**src/rtl/msgbuf_pkg.sv**
```systemverilog
package msgbuf_pkg;
  localparam int DATA_W = 16;
  localparam int BE_W   = DATA_W / 8;

  // strobes from control to datapath for one cycle
  typedef struct packed {
    logic            useCan;   // memory port serves the CAN engine
    logic [BE_W-1:0] wrLane;   // lanes actually written (after protection)
    logic            cpuRd;    // granted CPU buffer read
    logic            canRd;    // granted CAN buffer read
    logic            cpuZero;  // CPU read outside the buffer area
    logic            canZero;  // CAN read outside the buffer area
  } memStrobeT;
endpackage

```
**src/rtl/msgbuf_ctrl.sv**
```systemverilog
module msgbuf_ctrl
  import msgbuf_pkg::*;
#(
  parameter int NUM_BUF    = 15,
  parameter int BUF_WORDS  = 8,
  parameter int RSV_WORDS  = 8,
  parameter int CTRL_WORDS = 14,
  parameter int ADDR_W     = 8
) (
  input  logic              clk,
  input  logic              rstN,
  input  logic [NUM_BUF-1:0] bufBusy,
  input  logic              cpuReq,
  input  logic              cpuWe,
  input  logic [BE_W-1:0]   cpuBe,
  input  logic [ADDR_W-1:0] cpuAddr,
  input  logic              canReq,
  input  logic              canWe,
  input  logic [BE_W-1:0]   canBe,
  input  logic [ADDR_W-1:0] canAddr,
  output logic              cpuWait,
  output logic              canWait,
  output logic              cpuCtrlSel,
  output logic              protViol,
  output memStrobeT         strobe
);
  localparam int BUF_AREA  = NUM_BUF * BUF_WORDS;
  localparam int OFF_W     = $clog2(BUF_WORDS);
  localparam int SLOT_W    = ADDR_W - OFF_W;
  localparam int CTRL_BASE = BUF_AREA + RSV_WORDS;
  localparam int CTRL_END  = CTRL_BASE + CTRL_WORDS;
  localparam logic [ADDR_W-1:0] BUF_LIM  = ADDR_W'(BUF_AREA);
  localparam logic [ADDR_W-1:0] CTRL_LO  = ADDR_W'(CTRL_BASE);
  localparam logic [ADDR_W-1:0] CTRL_HI  = ADDR_W'(CTRL_END);

  logic cpuInBuf, canInBuf, contend, turnCan;
  logic cpuGoBuf, canGoBuf, busyHit, offZero;
  logic [SLOT_W-1:0]  cpuSlot;
  logic [NUM_BUF-1:0] slotMatch;
  logic [BE_W-1:0]    allowLane, cpuLane, canLane;

  assign cpuInBuf = cpuAddr < BUF_LIM;
  assign canInBuf = canAddr < BUF_LIM;
  assign cpuSlot  = cpuAddr[ADDR_W-1:OFF_W];
  assign offZero  = cpuAddr[OFF_W-1:0] == '0;

  // one comparator per buffer selects its busy bit
  for (genvar i = 0; i < NUM_BUF; i++) begin : g_slot
    assign slotMatch[i] = cpuSlot == SLOT_W'(i);
  end
  assign busyHit = cpuInBuf && |(slotMatch & bufBusy);

  always_comb begin
    allowLane = '1;
    if (busyHit) begin
      allowLane    = '0;
      allowLane[0] = offZero;  // status/priority byte stays writable
    end
  end

  assign contend  = cpuReq && canReq && cpuInBuf && canInBuf;
  assign cpuWait  = contend && turnCan;
  assign canWait  = contend && !turnCan;
  assign cpuGoBuf = cpuReq && cpuInBuf && !cpuWait;
  assign canGoBuf = canReq && canInBuf && !canWait;

  assign cpuLane = (cpuGoBuf && cpuWe) ? (cpuBe & allowLane) : '0;
  assign canLane = (canGoBuf && canWe) ? canBe : '0;

  assign strobe.useCan  = canGoBuf;
  assign strobe.wrLane  = canGoBuf ? canLane : cpuLane;
  assign strobe.cpuRd   = cpuGoBuf && !cpuWe;
  assign strobe.canRd   = canGoBuf && !canWe;
  assign strobe.cpuZero = cpuReq && !cpuInBuf && !cpuWe;
  assign strobe.canZero = canReq && !canInBuf && !canWe;

  assign cpuCtrlSel = cpuReq && (cpuAddr >= CTRL_LO) && (cpuAddr < CTRL_HI);

  always_ff @(posedge clk) begin
    if (!rstN) begin
      turnCan  <= 1'b0;
      protViol <= 1'b0;
    end else begin
      if (contend) turnCan <= !turnCan;
      protViol <= cpuGoBuf && cpuWe && |(cpuBe & ~allowLane);
    end
  end
endmodule

```
**src/rtl/msgbuf_dp.sv**
```systemverilog
module msgbuf_dp
  import msgbuf_pkg::*;
#(
  parameter int NUM_BUF   = 15,
  parameter int BUF_WORDS = 8,
  parameter int ADDR_W    = 8
) (
  input  logic              clk,
  input  logic              rstN,
  input  memStrobeT         strobe,
  input  logic [ADDR_W-1:0] cpuAddr,
  input  logic [DATA_W-1:0] cpuWdata,
  input  logic [ADDR_W-1:0] canAddr,
  input  logic [DATA_W-1:0] canWdata,
  output logic [DATA_W-1:0] cpuRdata,
  output logic [DATA_W-1:0] canRdata
);
  localparam int BUF_AREA = NUM_BUF * BUF_WORDS;
  localparam int IDX_W    = $clog2(BUF_AREA);

  logic [DATA_W-1:0] mem [BUF_AREA];
  logic [IDX_W-1:0]  idx;
  logic [DATA_W-1:0] wData, laneMask, merged;

  assign idx   = strobe.useCan ? canAddr[IDX_W-1:0] : cpuAddr[IDX_W-1:0];
  assign wData = strobe.useCan ? canWdata : cpuWdata;

  for (genvar g = 0; g < BE_W; g++) begin : g_lane
    assign laneMask[8*g +: 8] = {8{strobe.wrLane[g]}};
  end
  assign merged = (mem[idx] & ~laneMask) | (wData & laneMask);

  always_ff @(posedge clk) begin
    if (|strobe.wrLane) mem[idx] <= merged;
  end

  always_ff @(posedge clk) begin
    if (!rstN) begin
      cpuRdata <= '0;
      canRdata <= '0;
    end else begin
      if (strobe.cpuRd)        cpuRdata <= mem[idx];
      else if (strobe.cpuZero) cpuRdata <= '0;
      if (strobe.canRd)        canRdata <= mem[idx];
      else if (strobe.canZero) canRdata <= '0;
    end
  end
endmodule

```
**src/rtl/msgbuf_arbiter.sv**
```systemverilog
module msgbuf_arbiter
  import msgbuf_pkg::*;
#(
  parameter int NUM_BUF    = 15,
  parameter int BUF_WORDS  = 8,
  parameter int RSV_WORDS  = 8,
  parameter int CTRL_WORDS = 14,
  parameter int ADDR_W     = 8
) (
  input  logic               clk,
  input  logic               rstN,
  input  logic [NUM_BUF-1:0] bufBusy,
  input  logic               cpuReq,
  input  logic               cpuWe,
  input  logic [BE_W-1:0]    cpuBe,
  input  logic [ADDR_W-1:0]  cpuAddr,
  input  logic [DATA_W-1:0]  cpuWdata,
  output logic [DATA_W-1:0]  cpuRdata,
  output logic               cpuWait,
  output logic               cpuCtrlSel,
  output logic               protViol,
  input  logic               canReq,
  input  logic               canWe,
  input  logic [BE_W-1:0]    canBe,
  input  logic [ADDR_W-1:0]  canAddr,
  input  logic [DATA_W-1:0]  canWdata,
  output logic [DATA_W-1:0]  canRdata,
  output logic               canWait
);
  memStrobeT strobe;

  msgbuf_ctrl #(
    .NUM_BUF(NUM_BUF), .BUF_WORDS(BUF_WORDS), .RSV_WORDS(RSV_WORDS),
    .CTRL_WORDS(CTRL_WORDS), .ADDR_W(ADDR_W)
  ) uCtrl (
    .clk(clk), .rstN(rstN), .bufBusy(bufBusy),
    .cpuReq(cpuReq), .cpuWe(cpuWe), .cpuBe(cpuBe), .cpuAddr(cpuAddr),
    .canReq(canReq), .canWe(canWe), .canBe(canBe), .canAddr(canAddr),
    .cpuWait(cpuWait), .canWait(canWait), .cpuCtrlSel(cpuCtrlSel),
    .protViol(protViol), .strobe(strobe)
  );

  msgbuf_dp #(
    .NUM_BUF(NUM_BUF), .BUF_WORDS(BUF_WORDS), .ADDR_W(ADDR_W)
  ) uDp (
    .clk(clk), .rstN(rstN), .strobe(strobe),
    .cpuAddr(cpuAddr), .cpuWdata(cpuWdata),
    .canAddr(canAddr), .canWdata(canWdata),
    .cpuRdata(cpuRdata), .canRdata(canRdata)
  );
endmodule

```
**config.mk**
```make
export PLATFORM = sky130hd
export DESIGN_NAME = msgbuf_arbiter
export DESIGN_NICKNAME = d
export VERILOG_FILES = /design/src/rtl/msgbuf_pkg.sv /design/src/rtl/msgbuf_ctrl.sv /design/src/rtl/msgbuf_dp.sv /design/src/rtl/msgbuf_arbiter.sv
export SDC_FILE = /design/constraint.sdc
export NUM_CORES = 2
export LEC_CHECK = 0
export BUFFER_PORTS_ARGS = -buffer_cell sky130_fd_sc_hd__buf_2
export CORE_ASPECT_RATIO = 1.5
export CORE_MARGIN = 5
export CORE_UTILIZATION = 43
export CTS_BUF_LIST = sky130_fd_sc_hd__clkbuf_16
export CTS_CLUSTER_SIZE = 28
export DETAILED_ROUTE_END_ITERATION = 10
export HOLD_SLACK_MARGIN = 0.05
export PLACE_DENSITY = 0.69
export SLEW_MARGIN = 25
export SYNTH_ARGS = -nofsm -noshare
export SYNTH_HDL_FRONTEND = slang
export SYNTH_HIERARCHICAL = 1
export SYNTH_SLANG_ARGS = --single-unit
```
**constraint.sdc**
```tcl
create_clock -name clk -period 15.1 [get_ports clk]
set_input_delay 1.51 -clock clk [delete_from_list [all_inputs] [get_ports clk]]
set_output_delay 1.51 -clock clk [all_outputs]
set_load 0.01 [all_outputs]
```
Yosys cells after proc, flatten, opt, wreduce, memory -nomap -nowiden --
Memories as Yosys holds them, arrays and structs flattened. Cells that the tools add are included.
Cells by class: multiply operators 0, magnitude comparators 4, mux-type cells 12, add/sub/neg operators 0, equal/unequal tests 14, shifts and indexed selects 0, divide/modulo/power cells 0, reduce and logical (&&, ||, !) cells 35, bitwise logic cells 8
Operators with widths (count):
- 16-bit two-way mux | 5
- 5-bit by 4-bit equality test with 1-bit output (second input constant) | 7
- 16-bit AND | 2
- 1-bit logical AND | 21
- 5-bit by 3-bit equality test with 1-bit output (second input constant) | 4
- 8-bit by 7-bit less-than comparator with 1-bit output (second input constant) | 2
- 16-bit NOT | 1
- 16-bit bitwise OR | 1
- 15-bit AND | 1
- 15-bit OR reduction | 1
- 5-bit by 2-bit equality test with 1-bit output (second input constant) | 2
- 8-bit greater-or-equal comparator (second input constant) | 1
- 8-bit less-than comparator (second input constant) | 1
- 2-bit two-way mux | 4
- 1-bit zero test | 7
- 7-bit two-way mux | 1
- 5-bit by 1-bit equality test with 1-bit output (second input constant) | 1
- 5-bit zero test | 1
- 2-bit AND | 2
- 2-bit nonzero test | 2
- 2-bit OR reduction | 2
- 3-bit zero test | 1
- 1-bit two-way mux | 2
- 2-bit NOT | 1
Word-level totals: output and inout port bits 36, RAM bits 1920, input bits 73, bits in latches 0, bits in registers 34, memories kept 1, memory bits (read-only) 0, word-level logic and storage cells 78
Memories:
- uDp.mem | words 120, bits a word 16, rd ports 1, clocked after memory_dff 0, write ports 1, RTL line msgbuf_dp.sv:21 | logic [DATA_W-1:0] mem [BUF_AREA];

Longest topological paths before layout --
depth after elaboration 12, mapped depth 19, gate-level depth less buffers 12

Hierarchy --
Netlist, hierarchy kept.
By module, submodules not included:
- msgbuf_dp | area an instance 75860.3 µm², instances 1, cells each 5243
- msgbuf_ctrl | area an instance 401.6 µm², instances 1, cells each 52

Worst setup path before layout --
Ideal clock, no wire load.
path kind in2reg, start point in cpuAddr[3], end point mem uDp.mem[0][4], data pin, library setup time 1136 ps, data required time 13964 ps, slack 5050 ps, cell stages on the path 18, arrival time 8914 ps, cell sequence buf_6 -> and4_4 -> or3b_4 -> nor2_1 -> or2_2 -> inv_1 -> buf_4 -> buf_4 -> buf_6 -> nand3b_2 -> nand2_1 -> clkbuf_1 -> clkbuf_1 -> a32oi_1 -> a31oi_1 -> o41ai_1 -> nand4_1 -> o21ai_0
On the way: word-level cells in the longest chain between the ends 12, elaborated cells between the ends (all ways) 42, those cells by class order compare (1); eq/ne (14); mux (6); bitwise (6); reduce/logical (14); memory (1)
Ends and longest elaborated chain:
- from (decl) | RTL line msgbuf_arbiter.sv:16 | input logic [ADDR_W-1:0] cpuAddr,
- 8-bit by 7-bit less-than comparator with 1-bit output (*) | RTL line msgbuf_ctrl.sv:42 | assign cpuInBuf = cpuAddr < BUF_LIM;
- 1-bit logical AND (*) (2 in series) | RTL line msgbuf_ctrl.sv:61 | assign contend = cpuReq && canReq && cpuInBuf && canInBuf;
- 1-bit logical AND (*) | RTL line msgbuf_ctrl.sv:63 | assign canWait = contend && !turnCan;
- 1-bit zero test (*) | RTL line msgbuf_ctrl.sv:65 | assign canGoBuf = canReq && canInBuf && !canWait;
- 1-bit logical AND (*) | RTL line msgbuf_ctrl.sv:65
- named net uCtrl.canGoBuf | RTL line msgbuf_ctrl.sv:37 | logic cpuGoBuf, canGoBuf, busyHit, offZero;
- parallel branches: the longest is 5 deep, another holds memory read 120 x 16 bit
- 16-bit bitwise OR (*) | RTL line msgbuf_dp.sv:31 | assign merged = (mem[idx] & ~laneMask) | (wData & laneMask);
- named net uDp.merged[4] | RTL line msgbuf_dp.sv:23 | logic [DATA_W-1:0] wData, laneMask, merged;
- to (decl) | RTL line msgbuf_dp.sv:21
Mark *: on every way through the listed nets, which the timed path passes.

==> metrics.cfg <==
[floorplan]
die_area_sq_um=186000
start_util=0.432
ios=109
core_area_sq_um=177000
placementRows=189
die_h_microns=526
die_w_microns=354

[route]
dr_wl_met3_microns=20700
antenna_left=0
remaining_drc_errors=0
wl_per_cell_microns=28.7
vias_per_cell=6.14
dr.pass1.iters=6
wl_met2_microns=112000
met1_length_microns=76000
totalWireLength_microns=227000
top_layer=met5
drt_iter0_drc=6252
vias=48600

[setup_path]
endpoint=uDp/mem[45][1]$_DFFE_PP_
cp_cell_sequence=buf_2 -> a41oi_1 -> nand2_1 -> or2_2 -> inv_2 -> buf_4 -> nand3b_1 -> nand2_4 -> buf_4 -> buf_4 -> a32oi_1 -> a31oi_1 -> o41ai_2 -> nand4_1 -> o21ai_4 -> buf_4 -> buf_16
slowest_delay_ns=0.96
startpoint=canAddr[3]
r2r_end=uDp/mem[45][1]$_DFFE_PP_
end_kind=flop
cp_max_fo=67
critPathSlowestCell=o21ai_4
cpMostUsedCell=buf_4
reg2reg_from=uCtrl/turnCan$_SDFFE_PN0N_
arrival_ns=9.63
startpoint_type=input pin
ff2ff_path_depth=15
worstPathRequired_ns=15.68
critPathKind=input pin to flop
r2r_slack_ns=7.25

[cts]
insertion_delay_ns=0.83
clk_pin_slew_ns=0.06
clk_path_buf_depth=3
cts-root-buf=clkbuf_16
post_cts_resize_count=0
cts.sink_count=1954
htreeDepth=4
cts_buffers=164
ctsHoldBuffers=0
post-cts-setup-buffers=0
cts_tree=yes

[sta]
slew_headroom=0.230
setup_viol=0
final.period_utilization=0.600
layout_min_cycle_time_ns=9.06
rsz0062_at_grt=no
slew_violations=0
worst_slack_ns=6.04
finClkSkew_ns=0.0297
tightest_slew_ns=1.15
tns_ns=0
fmax_mhz=110
finalHoldViolCount=0

[pwr]
intPower_uw=8850
p_clk_frac=0.363
powerDensity_nw_per_um2=136
p_sw_frac=0.243
p_sw_uw=2840
sequentialPowerShare=0.539
ir_drop_mv=0.125
comb_power_share=0.099
leakage_uw=0.0283

[grt]
grt_pass1_vias=47800
antenna_found_initial=6
grt_max_degree=144
grt_pass1_wl_microns=327000
grt_usage=0.238
globalRouteOverflowTotal=0

[synth]
syn-num-nets=5368
ys_seq_area_frac=0.765
ys_types=73
synth_edf_count=1920
yosysWarnings=6
synthCells=5295
ys.flop_type=edfxtp_1
synth_seq_cells=1954
synth_area_sq_um=76300
synthArstFlopShare=0
avgSynthCellArea_sq_um=14.4

[placed_design]
place.gp.congestion=0.902
dp_hpwl_microns=134000
numPortBuffers=108
pre_cts_ws_ns=5.25

[cells_and_area]
drive_gt1_frac=0.128
nFillCells=14400
fin_nets=5550
area_growth_pct=12.9

[run_status]
status=complete, no violations

[min_path]
hold_class=flop to flop

[job]
cap_violations=0

-- final cells by class --
type	instances	area, sq um	share of cell area
multi-input combinational	2987	16900	0.196
antenna	3	7.51	0.0000872
sequential	1954	58300	0.678
clock buffer	168	4200	0.0488
tap	2292	2870	0.0333
inverter	9	33.8	0.000392
clock inverter	134	1130	0.0132
timing repair buffer	361	2630	0.0305
-- critical path, delay by kind of cell --
kind	cells	cell delay (ns)
compound gates	5	2.72
buf+inv	7	2.74
simple gates	5	2.34
-- state kept, by name, summed over array words and instances, names as in the netlist --
| name | flops |
|---|---|
| uDp/cpuRdata | 16 |
| uCtrl/turnCan | 1 |
| uDp/canRdata | 16 |
| uDp/mem | 1920 |
| uCtrl/protViol | 1 |
-- layer usage --
layer / vias to the layer above / track usage
met1: 24300 / 0.277
li1: 20500 / -
met4: 8 / 0.168
met2: 3034 / 0.399
met5: - / 0
met3: 776 / 0.0417
-- power groups by stage --
| stage | clock [uW] | combinational (uW) | sequential (uW) |
|---|---|---|---|
| final | 4240 | 1150 | 6300 |
| after global routing | 4500 | 1210 | 6290 |
| after CTS | 4280 | 1130 | 6300 |
| after detailed placement | 0 | 1120 | 6420 |
| after global placement | 0 | 1080 | 6420 |
| after floorplan | 0 | 592 | 6520 |
-- worst min-delay path by stage --
stage / startpoint / end / slack, ns / cells after the start
floorplan: uDp/canRdata[0]$_SDFFE_PN0P_ / uDp/canRdata[0]$_SDFFE_PN0P_ / 0.47 / 2
global placement: uDp/cpuRdata[9]$_SDFFE_PN0P_ / uDp/cpuRdata[9]$_SDFFE_PN0P_ / 0.44 / 2
detailed placement: uDp/canRdata[8]$_SDFFE_PN0P_ / uDp/canRdata[8]$_SDFFE_PN0P_ / 0.45 / 2
CTS: uDp/canRdata[8]$_SDFFE_PN0P_ / uDp/canRdata[8]$_SDFFE_PN0P_ / 0.45 / 2
global route: uDp/cpuRdata[0]$_SDFFE_PN0P_ / uDp/cpuRdata[0]$_SDFFE_PN0P_ / 0.47 / 2
finish: uDp/canRdata[8]$_SDFFE_PN0P_ / uDp/canRdata[8]$_SDFFE_PN0P_ / 0.45 / 2
-- synthesized netlist by cell type (3+ instances only) --
cell type / n / share of area
nor3b_1: 6 / 0.00059
o221ai_1: 12 / 0.0014
a211oi_1: 6 / 0.00059
nand2b_1: 11 / 0.00090
dfxtp_1: 34 / 0.0089
or2_2: 3 / 0.00025
o221a_2: 5 / 0.00074
nand3b_1: 3 / 0.00030
o22a_1: 5 / 0.00057
a32o_1: 12 / 0.0016
mux2_2: 23 / 0.0034
inv_1: 9 / 0.00044
buf_1: 13 / 0.00064
o211ai_1: 6 / 0.00059
edfxtp_1: 1920 / 0.76
o41ai_1: 48 / 0.0055
o22ai_1: 66 / 0.0054
a311oi_1: 8 / 0.00092
o211a_1: 3 / 0.00039
o31ai_1: 8 / 0.00079
a32oi_1: 207 / 0.024
or3_1: 16 / 0.0013
nand4_1: 19 / 0.0016
a2bb2oi_1: 3 / 0.00034
nand3_1: 435 / 0.029
buf_2: 177 / 0.012
nand2_1: 1363 / 0.067
nor4_1: 3 / 0.00025
mux2i_1: 224 / 0.029
nor3_1: 13 / 0.00085
nor2_1: 135 / 0.0066
a31oi_1: 208 / 0.017
and2_1: 9 / 0.00074
or4b_2: 3 / 0.00039
buf_4: 24 / 0.0024
a21oi_1: 22 / 0.0014
clkbuf_1: 127 / 0.0063
o21ai_1: 18 / 0.0012
o21ai_0: 38 / 0.0025
o32ai_1: 5 / 0.00057
-- through the flow --
stage	instances	power, uW	util	hold WS, ns	area, sq um
after floorplan	5295	7120	-	0.474	76300
after global placement	7590	7500	0.455	0.436	80400
after detailed placement	7599	7540	0.457	0.446	80600
after CTS	7901	11700	0.487	0.455	86000
after global routing	7906	12000	0.487	0.470	86100
final	7908	11700	0.487	0.453	86100
-- layout by cell type (no fill, tap or decap), types with 11 or more instances in the layout --
cell type and count:
edfxtp_1 1920, nand2b_1 11, o41ai_1 19, nor2_1 126, o41ai_2 27, clkinv_2 29
o21ai_4 16, dfxtp_1 34, mux2_2 22, clkinv_1 34, inv_1 36, buf_2 109
mux2i_1 223, o22ai_1 64, a31oi_1 208, o221ai_1 12, nor3_1 13, a32oi_1 206
clkbuf_16 168, o21ai_1 13, o21ai_0 27, buf_4 237, nand4_1 19, nand3_1 435
bufinv_16 17, nand2_1 1359, a32o_1 12, or3_1 16, a21oi_1 22
-- cell families (layout without fill, tap and decap cells) --
| kind of cell | count (synthesis) | count (layout) | synth area share |
|---|---|---|---|
| AO/OA/AOI/OAI | 699 | 699 | 0.0676 |
| XOR/XNOR | 1 | 1 | 0.000115 |
| buffers and inverters | 354 | 672 | 0.0218 |
| flip-flops | 1954 | 1954 | 0.765 |
| multiplexers | 251 | 251 | 0.0341 |
| other | 0 | 3 | 0 |
| AND/OR/NAND/NOR | 2036 | 2036 | 0.111 |
Power figures use the tool's default switching activity.
